--- config.mk ---
export PLATFORM = sky130hd
export DESIGN_NAME = supply_supervisor
export DESIGN_NICKNAME = d
export VERILOG_FILES = /design/src/rtl/sup_pkg.sv /design/src/rtl/sup_tick_gen.sv /design/src/rtl/sup_mr_debounce.sv /design/src/rtl/sup_reset_stretch.sv /design/src/rtl/sup_watchdog.sv /design/src/rtl/supply_supervisor.sv
export SDC_FILE = /design/constraint.sdc
export NUM_CORES = 1
export LEC_CHECK = 0
export BUFFER_PORTS_ARGS = -buffer_cell sky130_fd_sc_hd__buf_2
export CAP_MARGIN = 20
export CORE_MARGIN = 5
export CORE_UTILIZATION = 46
export CTS_CLUSTER_DIAMETER = 60
export DETAILED_ROUTE_END_ITERATION = 6
export PLACE_DENSITY = 0.71
export SYNTH_ARGS = -nofsm -noshare
export SYNTH_HDL_FRONTEND = slang
export SYNTH_SLANG_ARGS = --single-unit
--- constraint.sdc ---
create_clock -name clk -period 2.65 [get_ports clk]
set_input_delay 0.53 -clock clk [delete_from_list [all_inputs] [get_ports clk]]
set_output_delay 0.53 -clock clk [all_outputs]
set_load 0.005 [all_outputs]
--- src/rtl/sup_pkg.sv ---
// Shared types and elaboration helpers for the supply supervisor.
// Assumes: nothing beyond plain SystemVerilog; used at elaboration only.
package sup_pkg;

    // Watchdog interval selection; the last code turns the watchdog off.
    typedef enum logic [1:0] {
        WD_SEL_SHORT = 2'd0,
        WD_SEL_MID   = 2'd1,
        WD_SEL_LONG  = 2'd2,
        WD_SEL_OFF   = 2'd3
    } wd_sel_e;

    // Digitized comparator decisions for the supervised rails.
    typedef struct packed {
        logic main_low;
        logic aux_low;
        logic batt_high;
    } supply_flags_t;

    // Largest of four tick counts, used to size counters.
    function automatic int unsigned max_of4(input int unsigned a, input int unsigned b,
                                            input int unsigned c, input int unsigned d);
        int unsigned m;
        m = a;
        if (b > m) m = b;
        if (c > m) m = c;
        if (d > m) m = d;
        return m;
    endfunction

    // Bits needed to hold values 0..v, never less than one.
    function automatic int unsigned width_for(input int unsigned v);
        return (v < 2) ? 1 : $clog2(v + 1);
    endfunction

endpackage

--- src/rtl/sup_tick_gen.sv ---
// Timebase prescaler: emits a one-cycle tick every DIV clocks.
// Assumes: DIV >= 1; with DIV = 1 the tick is a registered copy of rst_n.
module sup_tick_gen #(
    parameter int unsigned DIV = 4
) (
    input  logic clk,
    input  logic rst_n,
    output logic tick_o
);

    generate
        if (DIV <= 1) begin : g_every_clock
            logic tick_q;
            // Tick on every clock once out of reset.
            always_ff @(posedge clk) begin
                tick_q <= rst_n;
            end
            assign tick_o = tick_q;
        end else begin : g_divider
            localparam int unsigned CW = $clog2(DIV);
            logic [CW-1:0] phase_q;
            // Wrap-around phase counter of the prescaler.
            always_ff @(posedge clk) begin
                if (!rst_n) begin
                    phase_q <= '0;
                end else if (phase_q == CW'(DIV - 1)) begin
                    phase_q <= '0;
                end else begin
                    phase_q <= phase_q + 1'b1;
                end
            end
            assign tick_o = (phase_q == CW'(DIV - 1));
        end
    endgenerate

endmodule

--- src/rtl/sup_mr_debounce.sv ---
// Manual-reset conditioner: two-flop synchronizer followed by a tick-based
// debounce that accepts a new level only after STABLE_TICKS consecutive ticks
// on which the synchronized pin differed from the accepted level.
// Assumes: pin is active low and idles high; STABLE_TICKS >= 2.
module sup_mr_debounce #(
    parameter int unsigned STABLE_TICKS = 16
) (
    input  logic clk,
    input  logic rst_n,
    input  logic tick_i,
    input  logic mr_n_i,
    output logic mr_active_o
);

    localparam int unsigned CW = sup_pkg::width_for(STABLE_TICKS - 1);

    logic [1:0]    sync_q;
    logic          level_q;
    logic [CW-1:0] run_q;
    logic          pin_s;

    assign pin_s = sync_q[1];

    // Bring the asynchronous pin into the clock domain.
    always_ff @(posedge clk) begin
        if (!rst_n) begin
            sync_q <= 2'b11;
        end else begin
            sync_q <= {sync_q[0], mr_n_i};
        end
    end

    // Count ticks of disagreement; any agreeing cycle restarts the run.
    always_ff @(posedge clk) begin
        if (!rst_n) begin
            level_q <= 1'b1;
            run_q   <= '0;
        end else if (pin_s == level_q) begin
            run_q <= '0;
        end else if (tick_i) begin
            if (run_q == CW'(STABLE_TICKS - 1)) begin
                level_q <= pin_s;
                run_q   <= '0;
            end else begin
                run_q <= run_q + 1'b1;
            end
        end
    end

    assign mr_active_o = ~level_q;

    // the accepted level only moves on a timebase tick.
    a_r5_accept_on_tick: assert property (@(posedge clk) disable iff (!rst_n)
        ($past(rst_n) && (level_q != $past(level_q))) |-> $past(tick_i));

endmodule

--- src/rtl/sup_reset_stretch.sv ---
// Reset generator: holds reset while a hold cause is present or rst_n is low,
// then keeps it for the selected number of ticks after the cause clears.
// Assumes: every timeout is at least one tick.
module sup_reset_stretch #(
    parameter int unsigned T0 = 50,
    parameter int unsigned T1 = 200,
    parameter int unsigned T2 = 400,
    parameter int unsigned T3 = 800
) (
    input  logic       clk,
    input  logic       rst_n,
    input  logic       tick_i,
    input  logic       hold_i,
    input  logic [1:0] sel_i,
    output logic       in_reset_o
);

    localparam int unsigned TMAX = sup_pkg::max_of4(T0, T1, T2, T3);
    localparam int unsigned CW   = sup_pkg::width_for(TMAX);

    logic [CW-1:0] span;
    logic [CW-1:0] left_q;

    // Translate the select code into a tick count.
    always_comb begin
        case (sel_i)
            2'd0:    span = CW'(T0);
            2'd1:    span = CW'(T1);
            2'd2:    span = CW'(T2);
            default: span = CW'(T3);
        endcase
    end

    // Reload while held, then count remaining ticks down to zero.
    always_ff @(posedge clk) begin
        if (!rst_n || hold_i) begin
            left_q <= span;
        end else if (tick_i && (left_q != '0)) begin
            left_q <= left_q - 1'b1;
        end
    end

    assign in_reset_o = hold_i | (left_q != '0);

    // reset is released only by a tick after the hold cause is gone.
    a_r2_release_on_tick: assert property (@(posedge clk) disable iff (!rst_n)
        ($past(rst_n) && $fell(in_reset_o)) |-> ($past(tick_i) && !$past(hold_i)));

    // with no hold cause the remaining time never grows.
    a_r3_countdown_only: assert property (@(posedge clk) disable iff (!rst_n)
        ($past(rst_n) && !hold_i && !$past(hold_i)) |-> (left_q <= $past(left_q)));

endmodule

--- src/rtl/sup_watchdog.sv ---
// Watchdog: counts ticks since the last kick and raises a sticky fault when
// the selected interval elapses; kick, active reset or the off code clear it.
// Assumes: every interval is at least one tick.
module sup_watchdog #(
    parameter int unsigned L0 = 25,
    parameter int unsigned L1 = 200,
    parameter int unsigned L2 = 1400
) (
    input  logic             clk,
    input  logic             rst_n,
    input  logic             tick_i,
    input  logic             clear_i,
    input  logic             kick_i,
    input  sup_pkg::wd_sel_e sel_i,
    output logic             fault_o
);

    localparam int unsigned LMAX = sup_pkg::max_of4(L0, L1, L2, 1);
    localparam int unsigned CW   = sup_pkg::width_for(LMAX);

    logic [CW-1:0] last_tick;
    logic [CW-1:0] age_q;
    logic          fault_q;

    // Index of the tick that completes the chosen interval.
    always_comb begin
        case (sel_i)
            sup_pkg::WD_SEL_SHORT: last_tick = CW'(L0 - 1);
            sup_pkg::WD_SEL_MID:   last_tick = CW'(L1 - 1);
            sup_pkg::WD_SEL_LONG:  last_tick = CW'(L2 - 1);
            default:               last_tick = '0;
        endcase
    end

    // Age the timer on ticks and latch the fault when it expires.
    always_ff @(posedge clk) begin
        if (!rst_n || clear_i || kick_i || (sel_i == sup_pkg::WD_SEL_OFF)) begin
            age_q   <= '0;
            fault_q <= 1'b0;
        end else if (tick_i && !fault_q) begin
            if (age_q == last_tick) begin
                fault_q <= 1'b1;
            end else begin
                age_q <= age_q + 1'b1;
            end
        end
    end

    assign fault_o = fault_q;

    // a fault appears only on a tick with the watchdog enabled.
    a_r9_fault_on_tick: assert property (@(posedge clk) disable iff (!rst_n)
        ($past(rst_n) && $rose(fault_q)) |->
            ($past(tick_i) && ($past(sel_i) != sup_pkg::WD_SEL_OFF)));

    // a kick clears the fault by the next cycle.
    a_r10_kick_clears: assert property (@(posedge clk) disable iff (!rst_n)
        kick_i |=> !fault_q);

    // with nothing to clear it, a fault persists.
    a_r10_fault_sticky: assert property (@(posedge clk) disable iff (!rst_n)
        (fault_q && !kick_i && !clear_i && (sel_i != sup_pkg::WD_SEL_OFF)) |=> fault_q);

endmodule

--- src/rtl/supply_supervisor.sv ---
// Supply supervisor top: combines the timebase, manual-reset debounce,
// reset stretch and watchdog, and drives the direct supply status outputs.
// Assumes: comparator flags are already synchronous to clk; timing
// parameters are in ticks of TICK_DIV clocks.
module supply_supervisor #(
    parameter int unsigned TICK_DIV          = 50000,
    parameter int unsigned HOLD_T0           = 50,
    parameter int unsigned HOLD_T1           = 200,
    parameter int unsigned HOLD_T2           = 400,
    parameter int unsigned HOLD_T3           = 800,
    parameter int unsigned WD_T0             = 25,
    parameter int unsigned WD_T1             = 200,
    parameter int unsigned WD_T2             = 1400,
    parameter int unsigned MR_STABLE         = 16,
    parameter bit          RESET_ACTIVE_HIGH = 1'b0
) (
    input  logic       clk,
    input  logic       rst_n,
    input  logic       vcc_low_i,
    input  logic       aux_low_i,
    input  logic       batt_above_i,
    input  logic       mr_n_i,
    input  logic       wd_kick_i,
    input  logic [1:0] hold_sel_i,
    input  logic [1:0] wd_sel_i,
    output logic       sys_reset_o,
    output logic       lowline_n_o,
    output logic       aux_fail_n_o,
    output logic       wd_fault_n_o,
    output logic       batt_sel_o
);

    sup_pkg::supply_flags_t flags;
    logic                   tick;
    logic                   mr_active;
    logic                   in_reset;
    logic                   wd_fault;

    assign flags = '{main_low: vcc_low_i, aux_low: aux_low_i, batt_high: batt_above_i};

    sup_tick_gen #(
        .DIV (TICK_DIV)
    ) u_tick (
        .clk    (clk),
        .rst_n  (rst_n),
        .tick_o (tick)
    );

    sup_mr_debounce #(
        .STABLE_TICKS (MR_STABLE)
    ) u_mr (
        .clk         (clk),
        .rst_n       (rst_n),
        .tick_i      (tick),
        .mr_n_i      (mr_n_i),
        .mr_active_o (mr_active)
    );

    sup_reset_stretch #(
        .T0 (HOLD_T0),
        .T1 (HOLD_T1),
        .T2 (HOLD_T2),
        .T3 (HOLD_T3)
    ) u_stretch (
        .clk        (clk),
        .rst_n      (rst_n),
        .tick_i     (tick),
        .hold_i     (flags.main_low | mr_active),
        .sel_i      (hold_sel_i),
        .in_reset_o (in_reset)
    );

    sup_watchdog #(
        .L0 (WD_T0),
        .L1 (WD_T1),
        .L2 (WD_T2)
    ) u_wd (
        .clk     (clk),
        .rst_n   (rst_n),
        .tick_i  (tick),
        .clear_i (in_reset),
        .kick_i  (wd_kick_i),
        .sel_i   (sup_pkg::wd_sel_e'(wd_sel_i)),
        .fault_o (wd_fault)
    );

    // Reset polarity variant chosen at elaboration.
    generate
        if (RESET_ACTIVE_HIGH) begin : g_rst_high
            assign sys_reset_o = in_reset;
        end else begin : g_rst_low
            assign sys_reset_o = ~in_reset;
        end
    endgenerate

    // Undelayed status outputs and rail switch select.
    assign lowline_n_o  = ~flags.main_low;
    assign aux_fail_n_o = ~flags.aux_low;
    assign wd_fault_n_o = ~wd_fault;
    assign batt_sel_o   = flags.main_low & flags.batt_high;

    // an active system reset clears the watchdog fault by the next cycle.
    a_r10_reset_clears_fault: assert property (@(posedge clk) disable iff (!rst_n)
        in_reset |=> wd_fault_n_o);

endmodule

* Word-level counts from Yosys, hierarchy flattened *
Cells that the tools add are included.

storage, ports and cells
  register bits after elaboration = 45

cells by class
  add/sub/neg operators = 4
  equality and inequality tests = 9
  mux-type cells = 5
  bitwise gates (word level) = 11
  reduce and logical (&&, ||, !) cells = 17

operators with widths
  kind                   number
  $pmux 11 s3            1
  $pmux 10 s3            1
  $mux 10                2
  $add 16x1->16 const B  1
  $eq 16x16->1 const B   1
  $add 11x1->11 const B  1
  $eq 11x11->1           1
  $reduce_bool 10->1     1
  $sub 10x1->10 const B  1
  $not 1->1              8
  $eq 2x2->1 const B     3
  $add 4x1->4 const B    1
  $eq 2x1->1 const B     2
  $eq 4x4->1 const B     1
  $logic_not 2->1        2
  $logic_or 1x1->1       4
  $mux 4                 1
  $reduce_and 2->1       2
  $reduce_or 2->1        2
  $reduce_and 3->1       1
  $logic_and 1x1->1      2
  $logic_not 1->1        2
  $or 1x1->1             2
  $reduce_bool 2->1      1
  2 further kinds        2

* Logic depth before layout (Yosys ltp) *
Gate-level depths: netlist (run 1).

  depth after elaboration = 6
  depth in mapped cells = 8
  mapped depth without buffers = 7

* Cells and area by module *
Synthesis (run 1) repeated with hierarchy kept, for this count alone.

second synthesis, totals
  cell total of the unflattened synthesis = 267
  area total of the unflattened synthesis = 2519.9 um2

by module, submodules not included
  module             instances  cells an instance  area an instance (um2)  sequential area each (um2)
  sup_tick_gen       1          79                 789.5                   320.3
  sup_watchdog       1          87                 770.7                   240.2
  sup_reset_stretch  1          64                 646.9                   300.3
  sup_mr_debounce    1          31                 284.0                   140.1
  supply_supervisor  1          6                  28.8                    0.0

* Worst setup path before layout (run 1) *
No wires, ideal clock.

  kind = input to register
  start = input port wd_sel_i[0]
  end = register u_wd.age_q[10]
  library setup time = 132 ps
  arrival time = 2364 ps
  setup slack = 154 ps
  stages = 7
  buffers on the path = 0
  cells stage by stage = inv_1 > ha_1 > or4_4 > a2111o_1 > a2111oi_4 > or4_2 > a21oi_1

between the ends
  word-level cells in the longest chain between the ends = 5
  elaborated cells between the ends (all ways) = 9

ends and longest elaborated chain
  item                                      RTL line                 RTL
  start: declaration                        supply_supervisor.sv:25  input logic [1:0] wd_sel_i,
  $eq 2x2->1, or another cell as far along  sup_watchdog.sv:27       case (sel_i)
  $pmux 11 s3                               sup_watchdog.sv:27
  $eq 11x11->1                              sup_watchdog.sv:41       if (age_q == last_tick) begin
  $not 1->1 (no source line)                n/a
  $reduce_and 2->1 (no source line)         n/a
  end signal: assignment                    sup_watchdog.sv:44       age_q <= age_q + 1'b1;
  end: declaration                          sup_watchdog.sv:22       logic [CW-1:0] age_q;

Several ways; a longest one is shown, not always the timed one.
A chain may end at the register's enable or synchronous reset.

* Worst setup path in the final report (run 1) *
  start = register u_stretch.left_q[1]
  end = output port sys_reset_o

between the ends
  word-level cells in the longest chain between the ends = 3

ends and longest elaborated chain
  item                      RTL line                 RTL
  start: declaration        sup_reset_stretch.sv:22  logic [CW-1:0] left_q;
  start signal: assignment  sup_reset_stretch.sv:37  left_q <= span;
  start signal: assignment  sup_reset_stretch.sv:39  left_q <= left_q - 1'b1;
  $reduce_bool 10->1        sup_reset_stretch.sv:43  assign in_reset_o = hold_i | (left_q != '0);
  $or 1x1->1                sup_reset_stretch.sv:43
  $not 1->1                 supply_supervisor.sv:92  assign sys_reset_o = ~in_reset;
  end: declaration          supply_supervisor.sv:26  output logic sys_reset_o,

Every way passes these cells.

==> results of run 1 <==
==> worst max-delay path by stage <==
stage                                           start                           to  cells past startpoint
floorplan                                 wd_sel_i[0]  u_wd.age_q[10]$_SDFFE_PP0P_                      7
global placement                          wd_sel_i[0]   u_wd.age_q[6]$_SDFFE_PP0P_                      9
detailed placement                        wd_sel_i[0]  u_wd.age_q[10]$_SDFFE_PP0P_                      8
CTS                 u_stretch.left_q[0]$_SDFFCE_PN0P_                  sys_reset_o                      7
global route        u_stretch.left_q[0]$_SDFFCE_PN0P_                  sys_reset_o                      7
finish                  u_stretch.left_q[1]$_DFFE_PP_                  sys_reset_o                      7
==> state kept, by name, indices dropped and copies added, names as in the netlist <==
signal / cells
u_mr.level_q: 1
u_mr.run_q: 4
u_mr.sync_q: 2
u_stretch.left_q: 10
u_tick.g_divider.phase_q: 16
u_wd.age_q: 11
u_wd.fault_o: 1
==> per-layer routing <==
layer | global-route usage | routed length, um | vias to the layer above
met5 | 0 | 0 | -
met1 | 0.183 | 2060 | 871
met3 | 0.0296 | 106 | 5
met2 | 0.242 | 2160 | 14
met4 | 0.0507 | 57 | 0
li1 | - | - | 966
==> power groups by stage <==
| stage | Combinational, W | Clock [W] | Sequential [W] |
|---|---|---|---|
| 4_1_cts | 0.000124 | 0.000474 | 0.000749 |
| 2_1_floorplan | 0.0000784 | 0 | 0.000758 |
| 3_5_place_dp | 0.000119 | 0 | 0.000763 |
| 3_3_place_gp | 0.000116 | 0 | 0.000762 |
| 6_report | 0.000127 | 0.000453 | 0.000750 |
| 5_1_grt | 0.000143 | 0.000500 | 0.000753 |
==> metrics by stage <==
stage                     power [W]  instance area [um2]
final                       0.00133                 2710
after detailed placement   0.000882                 2560
after CTS                   0.00135                 2680
after global routing        0.00140                 2710
after floorplan            0.000836                 2360
after global placement     0.000878                 2560
==> repair_timing <==
item / CTS / global route
setup buffers: 0 / 2
endpoints found under the setup margin: 1 / 1
pin swaps: 0 / 2
gates resized for setup: 3 / 4
gates cloned: 0 / 0
==> worst max-delay path: cells and delay by family (launching register included) <==
family / cells / cell delay [ps]
flops: 1 / 410
simple gates: 4 / 940
fa+ha+maj: 1 / 130
buf+inv: 2 / 220
==> cell usage in the layout (no fill, tap or decap), types with 2 or more instances in the layout <==
master	synthesis	layout
inv_2	0	2
edfxtp_1	10	10
nand3_1	12	12
buf_2	2	15
o31ai_1	6	6
xor2_1	18	18
and2_1	2	2
clkbuf_8	0	6
and3_1	6	6
ha_1	12	11
nor3_1	3	3
inv_1	11	9
a211oi_1	3	3
o21ai_1	2	2
nand2_1	24	24
a21boi_0	2	2
nand4_1	7	7
or3_1	6	5
xnor2_1	11	11
or4_2	3	3
nand2b_1	3	3
a21oi_1	17	17
buf_4	0	12
dfxtp_1	35	35
nor4_1	2	2
or4_1	5	5
nor2_1	28	28
o21ai_0	6	6
==> cells by family after synthesis <==
group | after synthesis | share of synthesized area
flip-flops | 45 | 0.425
AND/OR/NAND/NOR | 110 | 0.252
AO/OA/AOI/OAI | 41 | 0.116
adder cells (fa/ha/maj) | 12 | 0.0637
multiplexers | 1 | 0.00425
XOR/XNOR | 29 | 0.108
buffers and inverters | 17 | 0.0313
==> cell type report <==
class / instances / area (um2)
fill: 476 / 2330
multi-input combinational: 193 / 1310
sequential: 45 / 1000
timing repair buffer: 27 / 165
tap: 70 / 87.6
clock buffer: 6 / 82.6
inverter: 11 / 41.3
clock inverter: 2 / 17.5
==> summary.txt, run 1 <==
Outcome
  • Status: complete, no violations

Clock tree
  • H-Tree Depth: 2
  • CTS tree: built
  • Worst-skew pair later-pin latency: approximately 300 ps
  • Clk buf depth: 2
  • CTS sink count: 45
  • CTS Buf Count: 5
  • Clock root buffer: clkbuf_8
  • Hold Buf Count CTS: 0
  • Reg clk slew, reported paths: ~90 ps

Power
  • Total internal power: 0.00101 W
  • Pwr/cell area: around 500 nW/um2
  • P_sw: approximately 0.00032 W
  • Share of power burned in registers: 0.564
  • IR drop worst, VDD: between 0.3 and 0.4 mV
  • Static leakage: roughly 1.0 nW
  • Combinational share of power: 0.096
  • Clock network power share: 0.341
  • Switching Fraction: 0.241

Placement
  • RePlAce Congestion: approximately 0.86
  • Post-DP HPWL: around 3.2 mm
  • Placed cell count: approximately 340
  • I/O Buffers: 15
  • Dpl ws: -32.7 ps

Setup path
  • Data required, critical path: 2120 ps
  • Crit path max-delay cell type: edfxtp_1
  • Cells on worst reg2reg path: 7
  • Startpoint type of the worst setup path: register
  • Critical path type: reg -> out
  • Worst reg2reg startpoint: u_stretch.left_q[1]$_DFFE_PP_
  • Reg2reg end: u_wd.age_q[7]$_SDFFE_PP0P_
  • Critical-path cell list: inv_2, ha_4, nor4b_4, nand3b_1, or3_4, nor3b_2, buf_2
  • Worst setup EP type: output pin
  • CP peak stage delay: a little over 400 ps
  • Critical path peak fanout: 3
  • Arrival time at the worst endpoint: roughly 2000 ps
  • R2R Setup Slk: 300 ps

Yosys
  • Ys flop type: dfxtp_1
  • Mapped Nets: between 200 and 300
  • Top-area cell type share of the netlist area: 0.297
  • Most common cell in the netlist: dfxtp_1
  • #FFs+latches synth: 45
  • Post-Syn Area: roughly 2400 um2
  • Cell taking the most area after synthesis: dfxtp_1
  • Unique cell type count in the Yosys netlist: 41
  • Top cells by area, synth: dfxtp_1 30%, edfxtp_1 13%, xor2_1 6.7%
  • Post-Synthesis Cells: between 200 and 300
  • Post-synth EDFFs: 10
  • Avg Inst Size Synth: 9.24 um2
  • Post-synth top cells: 35 x dfxtp_1, 28 x nor2_1, 24 x nand2_1
  • Asr flop ratio synth: 0
  • Post-synthesis sequential area ratio: 0.425
  • Synth Warn #: 0

Worst hold path
  • HP Start: mr_n_i
  • Worst hold path class: in -> reg
  • WHS Endpoint: u_mr.sync_q[0]$_SDFF_PN1_
  • Hold Crit Depth: 2

Global routing
  • GR Util All Layers: 0.144
  • First-pass GRT wire length: roughly 7.6 mm
  • Initial antenna violation count: 0
  • Largest net degree at the start of global routing: 16
  • Vias in the first global route: 1696
  • Grt ovf: 0

Timing
  • # setup viols final: 0
  • Final worst slack: 128 ps
  • Crit path time final: between 2000 and 3000 ps
  • Slew @ Worst Pin: ~600 ps
  • Fin crit share: 0.952
  • Headroom to the max-slew limit: 0.594
  • Final TNS setup: 0 ps
  • Final Max Slew Viols: 0
  • Hold Vio Cnt, Final: 0
  • RSZ-0062 raised after global routing: yes
  • Hold Worst Slack: between 400 and 500 ps
  • Maximum clock frequency: about 0.4 GHz
  • Skew final: about 11 ps

Die
  • Core area: roughly 5000 um2
  • Die width: around 82 um
  • Row count: 26
  • Die Ht: a little over 80 um
  • Starting Density: 0.467
  • Top Ports: 16
  • Die Area: roughly 6700 um2

Finish
  • Ant. Diodes: 0
  • Final Util: 0.537
  • Synthesis-to-finish area growth: 14.9%
  • Ratio of cells with drive above 1 in the final layout: 0.169
  • Nets: between 300 and 400
  • Finished Layout Cells: about 350

Route
  • Remaining DRCs: 0
  • DRT Pass-1 Iters: 4
  • Final ANT Viol Nets: 0
  • Drt via density: about 5.2
  • Drt wl/cell: between 10 and 15 um
  • Final wirelength: roughly 4.4 mm
  • Drt initial violations: between 80 and 90
  • Via Count: about 1900

Flow run
  • Max-cap violation count: 0
Power figures use the tool's default switching activity.
==> run 2, diff against run 1 <==
--- a/config.mk
+++ b/config.mk
@@ -11,7 +11,8 @@
 export CORE_UTILIZATION = 46
 export CTS_CLUSTER_DIAMETER = 60
 export DETAILED_ROUTE_END_ITERATION = 6
-export PLACE_DENSITY = 0.71
+export PLACE_DENSITY = 0.72
+export REMOVE_ABC_BUFFERS = 1
 export SYNTH_ARGS = -nofsm -noshare
 export SYNTH_HDL_FRONTEND = slang
 export SYNTH_SLANG_ARGS = --single-unit
==> run 2 against run 1 <==
Core utilization decreased by 0.25 points. Setup slack improved by 19 ps. Clock power increased by 11%. Cell count decreased by 0.56%. Die area unchanged. Clock skew decreased by 1.3 ps.
==> summary.txt, run 2 (synthesized netlist as in run 1, its figures left out) <==
Timing
  • Maximum clock frequency: 0.400 GHz (was 0.396 GHz)
  • Fin crit share: 0.945 (was 0.952)
  • Slew @ Worst Pin: 612 ps (was 603 ps)
  • Final Max Slew Viols: 0 (unchanged)
  • Headroom to the max-slew limit: 0.588 (was 0.594)
  • RSZ-0062 raised after global routing: no (was yes)
  • Hold Vio Cnt, Final: 0 (unchanged)
  • Skew final: 9.32 ps (was 10.7 ps)
  • # setup viols final: 0 (unchanged)
  • Crit path time final: 2500 ps (was 2520 ps)

Die
  • Die Area: 6650 um2 (unchanged)
  • Row count: 26 (unchanged)
  • Starting Density: 0.467 (unchanged)
  • Die Ht: 81.6 um (unchanged)
  • Core area: 5040 um2 (unchanged)
  • Top Ports: 16 (unchanged)
  • Die width: 81.6 um (unchanged)

Global routing
  • Initial antenna violation count: 0 (unchanged)
  • Routing usage on met1: 0.167 (was 0.183)
  • Grt ovf: 0 (unchanged)
  • Met3 usage: 0.0406 (was 0.0296)
  • GR Util All Layers: 0.143 (was 0.144)
  • Vias in the first global route: 1736 (was 1696)
  • Met2 Use GR: 0.242 (unchanged)
  • First-pass GRT wire length: 7.35 mm (was 7.57 mm)
  • Gr busiest metal: met2 (unchanged)
  • Largest net degree at the start of global routing: 15 (was 16)

Finish
  • Ant. Diodes: 0 (unchanged)
  • Final instance area: 2700 um2 (was 2710 um2)
  • Commonest non-fill, non-tap cells in the layout: 35 x dfxtp_1, 28 x nor2_1, 24 x nand2_1 (unchanged)
  • Final Util: 0.534 (was 0.537)
  • Ratio of cells with drive above 1 in the final layout: 0.156 (was 0.169)
  • Nets: 304 (was 306)
  • Largest regs: u_tick.g_divider.phase_q: 16 flops, u_wd.age_q: 11 flops, u_stretch.left_q: 10 flops (unchanged)
  • Most common cell after layout, fill and taps aside: dfxtp_1 (unchanged)
  • Largest register FFs: 16 (unchanged)
  • Largest Register: u_tick.g_divider.phase_q (unchanged)
  • Synthesis-to-finish area growth: 14.4% (was 14.9%)

Route
  • Final ANT Viol Nets: 0 (unchanged)
  • Remaining DRCs: 0 (unchanged)
  • Final wirelength: 4.47 mm (was 4.39 mm)
  • Drt wl/cell: 12.7 um (was 12.4 um)
  • Via Count: 1890 (was 1856)
  • Drt initial violations: 62 (was 88)
  • DRT Pass-1 Iters: 4 (unchanged)
  • Drt via density: 5.37 (was 5.24)

Clock tree
  • CTS tree: built (unchanged)
  • Clock root buffer: clkbuf_8 (unchanged)
  • Reg clk slew, reported paths: 90 ps (about the same)
  • CTS Buf Count: 5 (unchanged)
  • Clk buf depth: 2 (unchanged)
  • Worst-skew pair later-pin latency: 300 ps (about the same)
  • Hold Buf Count CTS: 0 (unchanged)
  • CTS sink count: 45 (unchanged)
  • H-Tree Depth: 2 (unchanged)

Power
  • Pwr/cell area: 512 nW/um2 (was 491 nW/um2)
  • Static leakage: 0.991 nW (was 0.997 nW)
  • IR drop worst, VDD: 0.280 mV (was 0.318 mV)

Setup path
  • Startpoint type of the worst setup path: register (unchanged)
  • Critical path type: reg -> out (unchanged)
  • Worst setup EP type: output pin (unchanged)
  • Cells on worst reg2reg path: 7 (unchanged)
  • Worst reg2reg startpoint: u_stretch.left_q[0]$_SDFFCE_PN0P_ (was u_stretch.left_q[1]$_DFFE_PP_)
  • Arrival time at the worst endpoint: 1970 ps (was 1990 ps)
  • Reg2reg end: u_wd.age_q[6]$_SDFFE_PP0P_ (was u_wd.age_q[7]$_SDFFE_PP0P_)
  • R2R Setup Slk: 300 ps (about the same)
  • Data required, critical path: 2120 ps (about the same)
  • Critical path peak fanout: 3 (unchanged)

Placement
  • I/O Buffers: 15 (unchanged)
  • RePlAce Congestion: 0.851 (was 0.864)
  • Dpl cell area: 2550 um2 (was 2560 um2)
  • Post-DP HPWL: 3.22 mm (about the same)

Worst hold path
  • Worst hold path class: reg -> reg (was in -> reg)
  • HP Start: u_mr.sync_q[0]$_SDFF_PN1_ (was mr_n_i)
  • WHS Endpoint: u_mr.sync_q[1]$_SDFF_PN1_ (was u_mr.sync_q[0]$_SDFF_PN1_)
  • Hold Crit Depth: 1 (was 2)

Flow run
  • Max-cap violation count: 0 (unchanged)

Outcome
  • Status: complete, no violations (unchanged)
==> run 2: worst max-delay path, stage by stage (launching register included) <==
cell      delay [ps]
edfxtp_1         390
inv_1             80
ha_2             200
nor4b_4          210
nand3b_1         140
or3_4            370
nor3b_2          160
buf_2            130
==> run 2: worst max path at each step <==
| stage | startpoint | to | slack, ps | cells past startpoint |
|---|---|---|---|---|
| 2_1_floorplan | wd_sel_i[0] | u_wd.age_q[10]$_SDFFE_PP0P_ | 160 | 7 |
| 3_3_place_gp | wd_sel_i[0] | u_wd.age_q[5]$_SDFFE_PP0P_ | -40 | 9 |
| 3_5_place_dp | wd_sel_i[0] | u_wd.age_q[6]$_SDFFE_PP0P_ | -60 | 9 |
| 4_1_cts | u_stretch.left_q[0]$_SDFFCE_PN0P_ | sys_reset_o | 10 | 7 |
| 5_1_grt | u_stretch.left_q[0]$_SDFFCE_PN0P_ | sys_reset_o | 30 | 7 |
| 6_report | u_stretch.left_q[0]$_SDFFCE_PN0P_ | sys_reset_o | 150 | 7 |
==> run 2: final cells by class <==
type,instances,area [um2]
clock buffers,6,72.6
clock inverters,2,35.0
fillers,472,2350
inverters,11,41.3
multi-input cells,193,1310
flip-flops and latches,45,1000
well taps,70,87.6
repair buffers,25,150
==> run 2: through the flow <==
step / setup slack, ps / std cells / power, W / setup TNS (ps) / hold WS [ps]
detailed placement: -64.2 / 342 / 0.000878 / -270 / 393
global route: 26.5 / 352 / 0.00144 / 0 / 424
CTS: 12.6 / 351 / 0.00139 / 0 / 403
floorplan: 155 / 249 / 0.000835 / 0 / 386
finish: 147 / 352 / 0.00138 / 0 / 409
global placement: -35.0 / 342 / 0.000877 / -167 / 391
==> run 2: repair_timing <==
| item | CTS | global route |
|---|---|---|
| endpoints found under the hold margin | 0 | 0 |
| setup endpoints to repair | 1 | 4 |
| resized for setup | 2 | 3 |
| buffers inserted | 1 | 1 |
| pin swaps | 0 | 1 |
==> run 2: power breakdown <==
group | leakage [nW] | switching (W) | total [W] | internal [W]
Sequential | 0.389 | 0.0000214 | 0.000749 | 0.000727
Clock | 0.0552 | 0.000224 | 0.000504 | 0.000280
Combinational | 0.547 | 0.0000623 | 0.000126 | 0.0000638
Total | 0.991 | 0.000308 | 0.00138 | 0.00107
==> run 2: routing by layer <==
layer	routed length, um	part of all wire
met1	2000	0.45
met2	2190	0.49
met3	180	0.040
met4	102	0.023
met5	0	0
